--- config.mk ---
export PLATFORM = sky130hd
export DESIGN_NAME = jtag_id_probe
export DESIGN_NICKNAME = d
export VERILOG_FILES = /design/src/rtl/jprobe_pkg.sv /design/src/rtl/jprobe_tckgen.sv /design/src/rtl/jprobe_capture.sv /design/src/rtl/jtag_id_probe.sv
export SDC_FILE = /design/constraint.sdc
export NUM_CORES = 1
export LEC_CHECK = 0
export BUFFER_PORTS_ARGS = -buffer_cell sky130_fd_sc_hd__buf_4
export CAP_MARGIN = 15
export CORE_UTILIZATION = 48
export CTS_CLUSTER_DIAMETER = 100
export DETAILED_ROUTE_END_ITERATION = 12
export HOLD_SLACK_MARGIN = 0.06
export PLACE_DENSITY_LB_ADDON = 0.05
export SYNTH_ARGS = -nofsm -noshare
export SYNTH_HDL_FRONTEND = slang
export SYNTH_SLANG_ARGS = --single-unit
--- constraint.sdc ---
create_clock -name clk -period 4.3 [get_ports clk]
set_clock_uncertainty 0.15 [all_clocks]
set_input_delay 0.43 -clock clk [delete_from_list [all_inputs] [get_ports clk]]
set_output_delay 0.43 -clock clk [all_outputs]
set_load 0.005 [all_outputs]
--- src/rtl/jprobe_pkg.sv ---
package jprobe_pkg;
  localparam int WORD_W      = 32;
  localparam int RESET_CYC   = 5;
  localparam int WALK_CYC    = 4;
  localparam int EXIT_CYC    = 2;
  localparam int SHIFT_START = RESET_CYC + WALK_CYC;
  localparam int FIXED_CYC   = SHIFT_START + EXIT_CYC;

  typedef enum logic [0:0] {
    PH_IDLE = 1'b0,
    PH_RUN  = 1'b1
  } phase_t;
endpackage

--- src/rtl/jprobe_tckgen.sv ---
module jprobe_tckgen #(
  parameter int DIV_W = 8
) (
  input  logic             clk,
  input  logic             rst,
  input  logic             run,
  input  logic [DIV_W-1:0] half_m1,
  output logic             tck,
  output logic             rise_ev,
  output logic             fall_ev
);
  logic [DIV_W-1:0] cnt_q;
  logic             tck_q;
  logic             wrap;

  assign wrap    = run && (cnt_q == half_m1);
  assign rise_ev = wrap && !tck_q;
  assign fall_ev = wrap && tck_q;
  assign tck     = tck_q;

  always_ff @(posedge clk) begin
    if (rst || !run) begin
      cnt_q <= '0;
      tck_q <= 1'b0;
    end else if (wrap) begin
      cnt_q <= '0;
      tck_q <= ~tck_q;
    end else begin
      cnt_q <= cnt_q + 1'b1;
    end
  end
endmodule

--- src/rtl/jprobe_capture.sv ---
module jprobe_capture
  import jprobe_pkg::*;
#(
  parameter int WORDS = 2,
  parameter int IDX_W = 6
) (
  input  logic                    clk,
  input  logic                    rst,
  input  logic                    clear,
  input  logic                    wr_en,
  input  logic [IDX_W-1:0]        wr_idx,
  input  logic                    wr_bit,
  input  logic                    commit,
  output logic [WORD_W*WORDS-1:0] words_q,
  output logic [WORDS-1:0]        valid_q
);
  logic [WORD_W*WORDS-1:0] work_q;
  logic [WORDS-1:0]        mixed;

  generate
    for (genvar w = 0; w < WORDS; w++) begin : g_word
      // a word is usable only if it carries both levels
      assign mixed[w] = (|work_q[w*WORD_W +: WORD_W]) && !(&work_q[w*WORD_W +: WORD_W]);
    end
  endgenerate

  always_ff @(posedge clk) begin
    if (rst) begin
      work_q  <= '0;
      words_q <= '0;
      valid_q <= '0;
    end else begin
      if (clear)
        work_q <= '0;
      else if (wr_en)
        work_q[wr_idx] <= wr_bit;
      if (commit) begin
        words_q <= work_q;
        valid_q <= mixed;
      end
    end
  end
endmodule

--- src/rtl/jtag_id_probe.sv ---
module jtag_id_probe
  import jprobe_pkg::*;
#(
  parameter int DIV_W     = 8,
  parameter int MAX_WORDS = 2,
  parameter bit TDI_LEVEL = 1'b1,
  parameter int NW_W      = $clog2(MAX_WORDS + 1)
) (
  input  logic                        clk,
  input  logic                        rst,
  input  logic                        start,
  input  logic [DIV_W-1:0]            div,
  input  logic [NW_W-1:0]             n_words,
  input  logic                        tdo,
  output logic                        tck,
  output logic                        tms,
  output logic                        tdi,
  output logic                        busy,
  output logic                        done,
  output logic [MAX_WORDS-1:0]        word_valid,
  output logic [WORD_W*MAX_WORDS-1:0] id_words
);
  localparam int TOTAL_BITS = WORD_W * MAX_WORDS;
  localparam int MAX_CYC    = FIXED_CYC + TOTAL_BITS;
  localparam int CYC_W      = $clog2(MAX_CYC + 1);
  localparam int IDX_W      = (TOTAL_BITS > 1) ? $clog2(TOTAL_BITS) : 1;

  phase_t           phase_q;
  logic [CYC_W-1:0] cyc_q;
  logic [CYC_W-1:0] last_q;
  logic [CYC_W-1:0] last_d;
  logic [CYC_W-1:0] rel;
  logic [DIV_W-1:0] div_q;
  logic [NW_W-1:0]  nw_eff;
  logic             tms_q;
  logic             done_q;
  logic             running;
  logic             rise_ev;
  logic             fall_ev;
  logic             in_shift;
  logic             at_end;

  // clamp the requested word count into 1..MAX_WORDS
  always_comb begin
    if (n_words == '0)
      nw_eff = NW_W'(1);
    else if (int'(n_words) > MAX_WORDS)
      nw_eff = NW_W'(MAX_WORDS);
    else
      nw_eff = n_words;
  end

  assign last_d = CYC_W'(FIXED_CYC - 1) + CYC_W'(WORD_W) * CYC_W'(nw_eff);

  // TMS level for TCK cycle c of a probe whose final cycle is last
  function automatic logic tms_for(input logic [CYC_W-1:0] c, input logic [CYC_W-1:0] last);
    if (c < CYC_W'(RESET_CYC))        return 1'b1;
    if (c == CYC_W'(RESET_CYC + 1))   return 1'b1;
    if (c + CYC_W'(1) >= last)        return 1'b1;
    return 1'b0;
  endfunction

  assign running  = (phase_q == PH_RUN);
  assign rel      = cyc_q - CYC_W'(SHIFT_START);
  assign in_shift = running && (cyc_q >= CYC_W'(SHIFT_START)) && (cyc_q + CYC_W'(1) < last_q);
  assign at_end   = fall_ev && (cyc_q == last_q);

  jprobe_tckgen #(
    .DIV_W (DIV_W)
  ) u_tck (
    .clk     (clk),
    .rst     (rst),
    .run     (running),
    .half_m1 (div_q),
    .tck     (tck),
    .rise_ev (rise_ev),
    .fall_ev (fall_ev)
  );

  jprobe_capture #(
    .WORDS (MAX_WORDS),
    .IDX_W (IDX_W)
  ) u_cap (
    .clk     (clk),
    .rst     (rst),
    .clear   (start && !running),
    .wr_en   (rise_ev && in_shift),
    .wr_idx  (rel[IDX_W-1:0]),
    .wr_bit  (tdo),
    .commit  (at_end),
    .words_q (id_words),
    .valid_q (word_valid)
  );

  always_ff @(posedge clk) begin
    if (rst) begin
      phase_q <= PH_IDLE;
      cyc_q   <= '0;
      last_q  <= '0;
      div_q   <= '0;
      tms_q   <= 1'b1;
      done_q  <= 1'b0;
    end else begin
      done_q <= 1'b0;
      case (phase_q)
        PH_IDLE: begin
          if (start) begin
            phase_q <= PH_RUN;
            cyc_q   <= '0;
            last_q  <= last_d;
            div_q   <= div;
            tms_q   <= 1'b1;
          end
        end
        default: begin
          if (fall_ev) begin
            if (cyc_q == last_q) begin
              phase_q <= PH_IDLE;
              done_q  <= 1'b1;
              tms_q   <= 1'b1;
            end else begin
              cyc_q <= cyc_q + 1'b1;
              tms_q <= tms_for(cyc_q + 1'b1, last_q);
            end
          end
        end
      endcase
    end
  end

  assign tms  = tms_q;
  assign tdi  = TDI_LEVEL;
  assign busy = running;
  assign done = done_q;
endmodule

==> flow_results.org, run 1 <==
** Synthesis
- Primary flip-flop cell chosen by synthesis mapping :: sky130_fd_sc_hd__dfxtp_1
- Multiplexer fraction of the synthesized cell area :: 0.0454
- Synth Area in Simple Gates :: 0.263
- Sequential-to-total area share from yosys stat :: 0.441
- After synthesis, the largest family of logic cells by area is simple AND/OR/NAND/NOR gates.
- The number of nets in the synthesized netlist is 919.
- Yosys printed 0 warnings.
- Post-synth ARST share :: 0
- Leading post-synthesis cells by cell area :: sky130_fd_sc_hd__dfxtp_1, sky130_fd_sc_hd__nand2_1, sky130_fd_sc_hd__a21oi_1, sky130_fd_sc_hd__mux2i_1, sky130_fd_sc_hd__nand4_1
- The compound-cell area share of the yosys netlist came to 0.133.
- Netlist cell types :: 47
- Of the total synthesized cell area, the portion taken by XOR and XNOR cells is 0.0408.
- Synth Instances :: 890
- Synthesized cell area :: 7270 sq um
- The share of synthesized area in the top cell type comes to 0.441.
- The largest total area in the synthesized netlist belongs to sky130_fd_sc_hd__dfxtp_1.
- EDFF count, synth :: 0
- In this run the mean area of a mapped cell was 8.17 sq um.
- Register bit count reported by yosys :: 160
- Adder-cell area share of the yosys netlist :: 0.0258

** STA
- For the final routed database, the setup TNS stands at 0 ns.
- Shortest period the worst path allows :: 3.77 ns
- Final setup vio count :: 0
- The number of hold violations in the final report is 0.
- Number of max-slew violations in the final report :: 0
- In this run the tightest slew margin relative to its limit is 0.288.
- Hold Worst Slack :: 0.101 ns
- Based on the critical path, the design can be clocked at up to 0.265 GHz.
- RSZ-0062 raised after global routing :: false
- Slew at the pin closest to its max-slew limit :: 1.05 ns
- Dividing the final minimum period by the clock period gives 0.878.

** Route
- Using the TritonRoute via totals, the vias-per-cell ratio works out to 5.67.
- Starting DRC count in detailed routing :: 507
- DR DRC count :: 0
- For this block, the routed nets add up to 18,300 microns of wire.
- Dividing the detail-routed wire length by the instance count gives 16.1 microns.
- Antenna-violating nets left :: 0
- The routed layout has 6,424 vias.
- The first TritonRoute pass finished after 7 iterations.

** Power and ir drop
- Leakage power :: 0.00333 uW
- Power per unit of standard cell area :: 366 nW/um^2
- Overall power consumption after layout is estimated at 3130 uW.
- Peak supply drop :: 0.280 mV

** Floorplan
- Die W :: 125 microns
- The die is 125 microns tall.
- Die Outline Area :: 15,600 sq um
- Site Rows :: 44
- The region available for standard cell placement spans 14,600 sq um.
- I/O pins :: 85
- The initial utilization of the core area, before any placement, comes to 0.496.

** Place
- DPL Wire Length :: 12,600 microns
- Once placement finished, the instance area stood at 7960 sq um.
- At the end of routability-driven placement, the weighted congestion stood at 0.816.
- Total of buffers placed on input and output ports :: 82

** Flow run
- The tool flagged a number of max-cap violations equal to 0.

** Critical path
- STA puts the critical path data arrival time at 3.91 ns.
- STA classifies the critical path endpoint as a flip-flop.
- Startpoint kind of the worst setup timing path :: flip-flop
- Critical setup path kind :: reg2reg
- Of all nets on the critical path, the largest fanout is 16.
- STA puts the critical path data required time at 4.43 ns.

** Finish
- Relative to the synthesized area, the layout overhead comes to 17.8%.
- Final Net Count :: 969
- The number of antenna diodes in the final layout is 0.
- Fraction of layout cells with a size suffix above 1 :: 0.141
- Area of all placed cells without fillers :: 8560 sq um

** Clock network
- Clk sink count :: 160
- Post-CTS timing repair inserted 0 buffers for setup.
- The later pin in the worst-skew pair is clocked with a latency of 0.43 ns.
- Gates resized during post-CTS repair numbered 0.
- H-tree depth reported by CTS :: 4
- Clock slew at the register clock pins of the worst setup and hold paths :: 0.06 ns
- Maximum number of buffers from clock root to sink :: 2
- Clock root buffer master :: sky130_fd_sc_hd__clkbuf_16
- Number of buffers inserted by hold repair at cts :: 0
- Clock tree synthesis inserted a total of 17 buffers.
- TritonCTS built the clock tree.

** Global routing
- The first global-routing pass estimated 30,100 microns of wire.
- GRT Total Usage :: 0.240
- Pin count of the biggest net entering global routing :: 90
- The initial antenna violation count was 0.
- Global routing finished with a remaining overflow of 0.
- The via count of the first global-routing pass is 5,887.

** Run status
- The flow ran to the end, and the final reports show no timing, DRC or antenna violations.

** Hold path
- The min-delay analysis places its worst path in the category in2reg.
layer usage:
metal  up-vias  GRT usage  part of all wire
met4         0     0.0947             0.023
met3        33     0.0501             0.045
li1       3199          -                 -
met5         -          0                 0
met1      3037      0.323              0.47
met2       155      0.377              0.46
logic make-up (layout without fill, tap and decap cells):
kind of cell    Yosys count  in the layout
buf+inv                  89            147
xor+xnor                 33             33
fa+ha+maj                15             15
other cells               1              1
flops                   160            160
simple gates            392            392
compound gates          167            167
mux                      33             33
final timing paths:
check / from / end / slack, ns / cells past startpoint
worst max register to register: cyc_q[0] / u_cap.work_q[35] / 0.53 / 11
worst max-delay path: cyc_q[0] / u_cap.work_q[35] / 0.53 / 11
worst min-delay path: div[2] / div_q[2] / 0.10 / 3
worst min register to register: u_cap.words_q[3] / u_cap.words_q[3] / 0.30 / 2
registers in the layout, summed over array words and instances (netlist names):
signal	flops
u_cap.words_q	64
u_cap.work_q	64
div_q	8
u_tck.cnt_q	8
cyc_q	7
last_q	3
u_cap.valid_q	2
busy	1
done	1
tms	1
u_tck.tck	1
placed cells by master (no fill, tap or decap), types with 18 or more instances in the layout:
cell / Yosys / final
sky130_fd_sc_hd__buf_4: 3 / 94
sky130_fd_sc_hd__mux2i_1: 33 / 33
sky130_fd_sc_hd__nor2_1: 28 / 27
sky130_fd_sc_hd__inv_1: 25 / 25
sky130_fd_sc_hd__dfxtp_1: 160 / 160
sky130_fd_sc_hd__xor2_1: 20 / 20
sky130_fd_sc_hd__nand4_1: 40 / 40
sky130_fd_sc_hd__a31oi_1: 18 / 18
sky130_fd_sc_hd__nor4_1: 22 / 22
sky130_fd_sc_hd__nand2_1: 195 / 195
sky130_fd_sc_hd__a21oi_1: 104 / 104
sky130_fd_sc_hd__nand3_1: 44 / 43
worst max-delay path: stages, from the launching register on:
cell and delay, ns:
sky130_fd_sc_hd__dfxtp_1 0.60, sky130_fd_sc_hd__ha_1 0.34, sky130_fd_sc_hd__and3_1 0.18, sky130_fd_sc_hd__nand3_1 0.10
sky130_fd_sc_hd__xor2_1 0.28, sky130_fd_sc_hd__inv_1 0.10, sky130_fd_sc_hd__ha_1 0.28, sky130_fd_sc_hd__o21ai_0 0.07
sky130_fd_sc_hd__a31oi_1 0.15, sky130_fd_sc_hd__or4_1 0.90, sky130_fd_sc_hd__o31ai_1 0.38, sky130_fd_sc_hd__a21oi_1 0.10
power breakdown:
| part | internal, uW | total (uW) | switching, uW |
|---|---|---|---|
| sequential | 1490 | 1500 | 10.8 |
| clock | 945 | 1520 | 577 |
| combinational | 37.3 | 111 | 73.4 |
| total | 2470 | 3130 | 661 |
cell usage after synthesis, types with 15 or more instances:
cell type	instances
sky130_fd_sc_hd__nand4_1	40
sky130_fd_sc_hd__clkbuf_1	41
sky130_fd_sc_hd__nor2_1	28
sky130_fd_sc_hd__xor2_1	20
sky130_fd_sc_hd__dfxtp_1	160
sky130_fd_sc_hd__nor4_1	22
sky130_fd_sc_hd__inv_1	25
sky130_fd_sc_hd__and4_1	15
sky130_fd_sc_hd__o31ai_1	17
sky130_fd_sc_hd__o21a_1	16
sky130_fd_sc_hd__mux2i_1	33
sky130_fd_sc_hd__a31oi_1	18
sky130_fd_sc_hd__a21oi_1	104
sky130_fd_sc_hd__ha_1	15
sky130_fd_sc_hd__nand3_1	44
sky130_fd_sc_hd__nand2_1	195
through the flow:
| step | setup WS, ns | utilization | std cells |
|---|---|---|---|
| after floorplan | 1.13 | - | 890 |
| after global placement | 0.618 | 0.543 | 1104 |
| after detailed placement | 0.561 | 0.543 | 1104 |
| after CTS | 0.550 | 0.583 | 1131 |
| after global routing | 0.269 | 0.585 | 1132 |
| final | 0.526 | 0.585 | 1132 |
area by class of cell:
| cell class | instances | area [sq um] |
|---|---|---|
| sequential | 160 | 3200 |
| clock inverter | 5 | 106 |
| multi-input combinational | 641 | 3720 |
| inverter | 25 | 93.8 |
| timing repair buffer | 95 | 733 |
| clock buffer | 22 | 474 |
| tap | 184 | 230 |
| fill | 1329 | 6080 |
Power figures use the tool's default switching activity.
==> run 2: changes to the inputs <==
RECOVER_POWER = 50   (was default)
==> run 2 against run 1 <==
Effect of this change:
- count of clock-buffer cells in the layout did not move
- utilization is 0.15 points lower
- non-clock buffer count is the same
- register-to-register slack about the same
- fmax up 0.15%
- first-iteration DRC count is 4.3% higher
- clock power is essentially flat
- critical path type unchanged
- largest power group unchanged
==> flow_results.org, run 2 (synthesized netlist as in run 1, its figures left out) <==
** Place
- Total of buffers placed on input and output ports :: 82
- DPL Wire Length :: 12,600 microns
- Total cell area at the placement stage :: 7960 sq um
- Routability-driven placement finished with a final weighted congestion of 0.816.

** Route
- The routed design uses 8370 microns of met2 wire.
- For this block, wires on met1 add up to 8560 microns.
- DR DRC count :: 0
- DR vias/cell :: 5.67
- Uppermost routed layer :: met4
- Total via count after detailed routing :: 6,418
- Met3 WL post-DR :: 827 microns
- In this run, the number of DRC markers left after iteration 0 of detailed routing was 529.
- Post-detailed-route wirelength per cell :: 16.1 microns
- Before antenna repair, the detailed router went through 7 iterations.
- Antenna-violating nets left :: 0
- Final Routed Wirelength :: 18,200 microns

** Clock network
- Clock slew at the register clock pins of the worst setup and hold paths :: 0.06 ns
- Buffers added to address setup during post-CTS repair amount to 0.
- Clk sink count :: 160
- Clock root buffer master :: sky130_fd_sc_hd__clkbuf_16
- Maximum number of buffers from clock root to sink :: 2
- The clock tree synthesis step divided the H-tree into 4 levels.
- Counting the buffers created by CTS gives 17.
- At the later pin of the worst-skew pair, clock insertion delay measures 0.43 ns.
- TritonCTS clock tree :: done
- Hold repair after CTS inserted 0 buffers.
- Post-cts gate resize count :: 0

** Power and ir drop
- Net Switching :: 657 uW
- The internal power of the cells totals 2470 uW.
- Comb pwr share :: 0.035
- Of the total power, the share spent switching nets is 0.210.
- The share of total power dissipated in sequential elements is 0.480.
- For this design the ratio of total power to cell area is 366 nW/um^2.
- Leakage power :: 0.00328 uW
- Of the total power, the clock network draws 0.485.
- Peak supply drop :: 0.279 mV

** Run status
- Outcome :: finished, final reports clean

** Global routing
- Pin count of the biggest net entering global routing :: 90
- The via count of the first global-routing pass was 5,887.
- Summed over all layers, the global routing overflow is 0.
- Across every metal layer, demand over resource in global routing totals 0.240.
- Global-route wire length before repair :: 30,100 microns
- The initial antenna violation count is 0.

** STA
- At the pin with the least slew margin, the transition time is 1.45 ns.
- Setup total negative slack on the finished layout was measured at 0 ns.
- Final hold analysis gives a worst-case slack of 0.103 ns.
- The number of max-slew violations in the final report was 0.
- Of the available clock period, the critical path in the final layout requires 0.876.
- The number of hold violations in the final report is 0.
- Setup violations remaining at the end of the flow were counted as 0.
- Shortest period the worst path allows :: 3.77 ns
- For this run, the top clock speed supported by timing is 0.265 GHz.
- Setup repair after global routing left no endpoint under its margin.
- Headroom to the max-slew limit :: 0.0357

** Hold path
- For hold timing, the worst endpoint is div_q[2].
- Along the worst hold path, the cell count comes to 3.
- Startpoint of the tightest hold check path :: div[2]
- The worst hold path belongs to the class in2reg.

** Critical path
- Traced cell by cell, the critical path runs through ha_1 -> and3_1 -> nand3_1 -> xor2_1 -> inv_1 -> ha_1 -> o21ai_0 -> a31oi_1 -> or4_1 -> o31ai_1 -> a21oi_1.
- Slowest Stage Delay on Critical Path :: 0.89 ns
- At the worst endpoint, the required time is 4.43 ns.
- Counting both buffers and inverters, the worst setup path holds a total of 1.
- Register-to-register setup slack :: 0.53 ns
- By instance count, the cell type seen most on the critical path is sky130_fd_sc_hd__ha_1.
- Family of cells with the greatest summed delay on the critical path :: simple AND/OR/NAND/NOR gates
- In this run the critical register-to-register path is launched from cyc_q[0].
- Critical setup path kind :: reg2reg
- Of all nets on the critical path, the largest fanout is 16.
- STA classifies the critical path endpoint as a flip-flop.
- The endpoint identified for the worst register-to-register timing path is u_cap.work_q[35].
- Standard cell with the maximum stage delay on the critical path :: sky130_fd_sc_hd__or4_1
- The worst setup path is launched from a flip-flop.
- Crit path DAT :: 3.90 ns
- Measured in cells, the most critical reg-to-reg path has a length of 11.

** Finish
- Fraction of layout cells with a size suffix above 1 :: 0.136
- Area of all placed cells without fillers :: 8540 sq um
- Final Net Count :: 969
- The repair_antennas step left the layout with diodes totalling 0.
- Compared with the post-synthesis result, the final layout area differs by 17.5%.
- Most frequent standard cell in the layout excluding fill and tap cells :: sky130_fd_sc_hd__nand2_1
- In the layout the commonest cells are sky130_fd_sc_hd__nand2_1, sky130_fd_sc_hd__dfxtp_1, sky130_fd_sc_hd__a21oi_1.
- The largest registers in the layout are u_cap.words_q (64), u_cap.work_q (64).

** Floorplan
- Measured along the y axis, the die boundary spans 125 microns.
- For this configuration, the core starts out at a cell density of 0.496.
- The core region is 14,600 sq um.
- The die covers 15,600 sq um.
- Site Rows :: 44
- From left edge to right edge, the die measures 125 microns.
- 85 I/O pins were placed.

** Flow run
- Total of max-cap violations :: 0
==> run 2: changes by cell type in the layout (fill, tap and decap cells not counted), sizes merged <==
cell | previous run | this run
clkbuf | 22 | 95
buf | 95 | 22
==> run 2: how the worst max path moves through the flow <==
stage                         from          endpoint  slack [ns]  cells after the start
final                     cyc_q[0]  u_cap.work_q[35]        0.53                     11
after global routing      cyc_q[0]  u_cap.work_q[35]        0.27                     11
after CTS                 cyc_q[0]  u_cap.work_q[35]        0.55                     11
after detailed placement  cyc_q[0]  u_cap.work_q[35]        0.56                     11
after global placement    cyc_q[0]   u_cap.work_q[6]        0.62                     12
after floorplan           cyc_q[0]               tms        1.13                     12
==> run 2: final cells by class <==
type                    count  area, sq um
fillers                  1332         6100
flip-flops and latches    160         3200
inverters                  25         93.8
well taps                 184          230
multi-input cells         641         3710
clock buffers              22          474
clock inverters             5          106
repair buffers             95          723
==> run 2: per-layer routing <==
metal,up-vias,track usage
met5,-,0
met4,0,0.0947
met3,31,0.0501
met2,153,0.377
met1,3037,0.323
li1,3197,-
==> run 2: worst min-delay path: cells and delay by family <==
| kind | cells | cell delay, ns |
|---|---|---|
| compound gates | 1 | 0.05 |
| buf+inv | 1 | 0.11 |
| simple gates | 1 | 0.05 |
==> run 2: power by group through the flow <==
stage	clock network (uW)	logic, uW	registers [uW]
after CTS	1550	108	1500
final	1520	108	1500
after global placement	0	104	1530
after floorplan	0	78.9	1530
after detailed placement	0	108	1530
after global routing	1610	121	1500
==> run 2: metrics by stage <==
| stage | power (uW) | util | setup WS, ns | cells |
|---|---|---|---|---|
| 2_1_floorplan | 1610 | - | 1.13 | 890 |
| 3_3_place_gp | 1640 | 0.543 | 0.618 | 1104 |
| 3_5_place_dp | 1640 | 0.543 | 0.561 | 1104 |
| 4_1_cts | 3160 | 0.583 | 0.550 | 1131 |
| 5_1_grt | 3230 | 0.583 | 0.269 | 1132 |
| 6_report | 3130 | 0.583 | 0.532 | 1132 |
==> run 3: changes to the inputs <==
CORE_MARGIN = 5   (was default)
CORE_UTILIZATION = 58   (was 48)
==> run 3 against run 2 <==
Effect of this change:
- register-to-register slack worse by 0.05 ns
- final area shrank 0.40%
- first-iteration DRC count rose by 13%
- critical path depth stayed put
- critical endpoint is now u_cap.work_q[3]
- sequential share of layout area increased by 0.15 points
- sequential power hardly changed
- non-clock buffer count up 1
- fmax decreased by 1.2%
- cell count decreased by 0.97%
- global-route usage rose by 1.3 points
- highest routed layer unchanged
- routed wire length increased by 0.68%
==> flow_results.org, run 3 (synthesized netlist as in run 1, its figures left out) <==
** Route
- Post-detailed-route wirelength per cell :: 16.3 microns
- The first detailed-routing pass ran for 5 iterations.
- Final Routed Wirelength :: 18,300 microns
- In the routed layout, each cell is associated on average with a via count of 5.87.
- For this block, the initial DRC count from the detailed router was 599.
- Total via count after detailed routing :: 6,578
- The detail route stage leaves a number of antenna-violating nets equal to 0.
- After detailed routing, the number of remaining DRC violations is 0.

** Clock network
- Clock tree synthesis selected as its root buffer the cell sky130_fd_sc_hd__clkbuf_16.
- After clock tree synthesis, the repair step resized 0 gates.
- The number of clock buffers added by TritonCTS is 17.
- H-tree depth reported by CTS :: 4
- TritonCTS clock tree :: done
- Count of buffers added by post-CTS timing repair for setup :: 0
- Clk sink count :: 160
- Hold repair after CTS inserted 0 buffers.
- Clock slew at the register clock pins of the worst setup and hold paths :: 0.06 ns
- Maximum number of buffers from clock root to sink :: 2
- At the later pin of the worst-skew pair, clock insertion delay measures 0.43 ns.

** Critical path
- Crit path DAT :: 3.95 ns
- The largest individual stage delay along the critical path comes from the cell sky130_fd_sc_hd__or4_1.
- The worst setup path is of the reg2reg kind.
- Slowest Stage Delay on Critical Path :: 0.87 ns
- Along the worst path, the maximum fanout reaches 16.
- Cell Chain, Critical Path :: ha_1 -> and3_1 -> nand3_1 -> xor2_1 -> inv_1 -> ha_1 -> o21ai_0 -> a31oi_1 -> or4_1 -> o31ai_1 -> a21oi_1
- STA classifies the critical path endpoint as a flip-flop.
- Required time of the worst setup path :: 4.43 ns
- STA classifies the critical path startpoint as a flip-flop.
- The most numerous cell type found on the critical path is sky130_fd_sc_hd__ha_1.

** Floorplan
- Die Outline Area :: 14,900 sq um
- I/O pins :: 85
- Starting utilization of the core area :: 0.598
- Site Rows :: 40
- From left edge to right edge, the die measures 122 microns.
- Vertical die dimension :: 122 microns
- After floorplanning, the core was sized to cover 12,200 sq um.

** Power and ir drop
- Summed over all cells, the static leakage comes to 0.00327 uW.
- In this run the power density over the cells is 360 nW/um^2.
- Comb pwr share :: 0.035
- Internal power of the cells :: 2390 uW
- Of the total power, the share spent switching nets is 0.220.
- The share of total power dissipated in the clock network is 0.475.
- Overall power of the completed layout :: 3060 uW
- The share of total power dissipated in sequential elements is 0.490.
- IR analysis of the VDD net gives a maximum drop of 0.212 mV.
- Net Switching :: 673 uW

** Global routing
- Entering global routing, the biggest net connects 90 pins.
- Global-route wire length before repair :: 30,400 microns
- Antenna violations before repair :: 0
- Total gr overflow :: 0
- Via count of the first global-routing pass :: 6,163
- GRT Total Usage :: 0.253

** Finish
- The library cells used most frequently in the layout, excluding fill and tap cells, are sky130_fd_sc_hd__nand2_1, sky130_fd_sc_hd__dfxtp_1, sky130_fd_sc_hd__a21oi_1.
- For this run, the post-layout net count is 970.
- Of the cells placed in the final design, the portion with a size suffix greater than 1 is 0.139.
- After filler insertion, the fill cell instance count of the layout stands at 1,067.
- Registers take 3200 sq um.
- Largest registers :: u_cap.words_q (64), u_cap.work_q (64)
- The library cell used most frequently in the layout, excluding fill and tap cells, is sky130_fd_sc_hd__nand2_1.
- Share of the core filled with cells :: 0.700
- Area growth, synth to finish :: 17.1%
- Footprint of the multi-input gates :: 3710 sq um
- Antenna cell count :: 0

** STA
- Shortest period the worst path allows :: 3.81 ns
- Final setup vio count :: 0
- Setup total negative slack on the finished layout was measured at 0 ns.
- Slew at the pin closest to its max-slew limit :: 1.33 ns
- Setup repair after global routing left no endpoint under its margin.
- The number of hold violations in the final report came to 0.
- Headroom to the max-slew limit :: 0.109
- In the finished design, the share of the clock period the worst path needs comes to 0.887.
- Static timing analysis puts the maximum clock frequency at 0.262 GHz.
- Hold Worst Slack :: 0.102 ns
- The number of max-slew violations in the final report is 0.

** Place
- Total of buffers placed on input and output ports :: 82
- Detailed placement ended at an HPWL of 12,600 microns.
- Weighted congestion reported at the end of routability-driven placement :: 0.873

** Hold path
- Worst hold-check path type :: in2reg

** Run status
- Outcome :: finished, final reports clean

** Flow run
- Across the run, the number of max-cap violations was 0.
[run 3: power groups by stage]
stage / clock [uW] / combinational [uW] / sequential (uW)
finish: 1450 / 108 / 1500
global route: 1550 / 120 / 1500
CTS: 1470 / 107 / 1500
detailed placement: 0 / 107 / 1530
global placement: 0 / 103 / 1530
floorplan: 0 / 78.9 / 1530
[run 3: path summary, 6_finish.rpt]
path              cells past startpoint  slack (ns)                to        startpoint
hold reg to reg                       2        0.30  u_cap.words_q[5]  u_cap.words_q[5]
hold / removal                        3        0.10          div_q[4]            div[4]
setup reg to reg                     11        0.49   u_cap.work_q[3]          cyc_q[0]
setup / recovery                     11        0.49   u_cap.work_q[3]          cyc_q[0]
[run 3: routing by layer]
metal / track usage / vias up / part of all wire
met5: 0 / - / 0
met4: 0.0917 / 0 / 0.024
met3: 0.0576 / 37 / 0.065
met2: 0.400 / 219 / 0.47
met1: 0.340 / 3105 / 0.44
li1: - / 3217 / -
[run 3: area by class of cell]
type	instances	share of cell area
Clock buffer	21	0.0529
Tap cell	168	0.0247
Sequential cell	160	0.376
Timing Repair Buffer	96	0.0853
Clock inverter	10	0.0132
Inverter	25	0.0110
Multi-Input combinational cell	641	0.436
[run 3: worst max-delay path: cells and delay by family, from the launching register on]
family	cells	cell delay, ns
AOI/OAI and AO/OA	4	0.74
DFF	1	0.61
buffers and inverters	1	0.10
xor gates and xnor gates	1	0.28
adders and majority gates	2	0.62
and+or+nand+nor	3	1.16
[run 3: per-stage QoR]
stage          std cells  area [sq um]  worst slack, ns
6_report            1121          8510            0.485
3_3_place_gp        1089          7940            0.716
5_1_grt             1121          8510            0.205
2_1_floorplan        890          7270             1.13
3_5_place_dp        1089          7940            0.546
4_1_cts             1120          8510            0.526
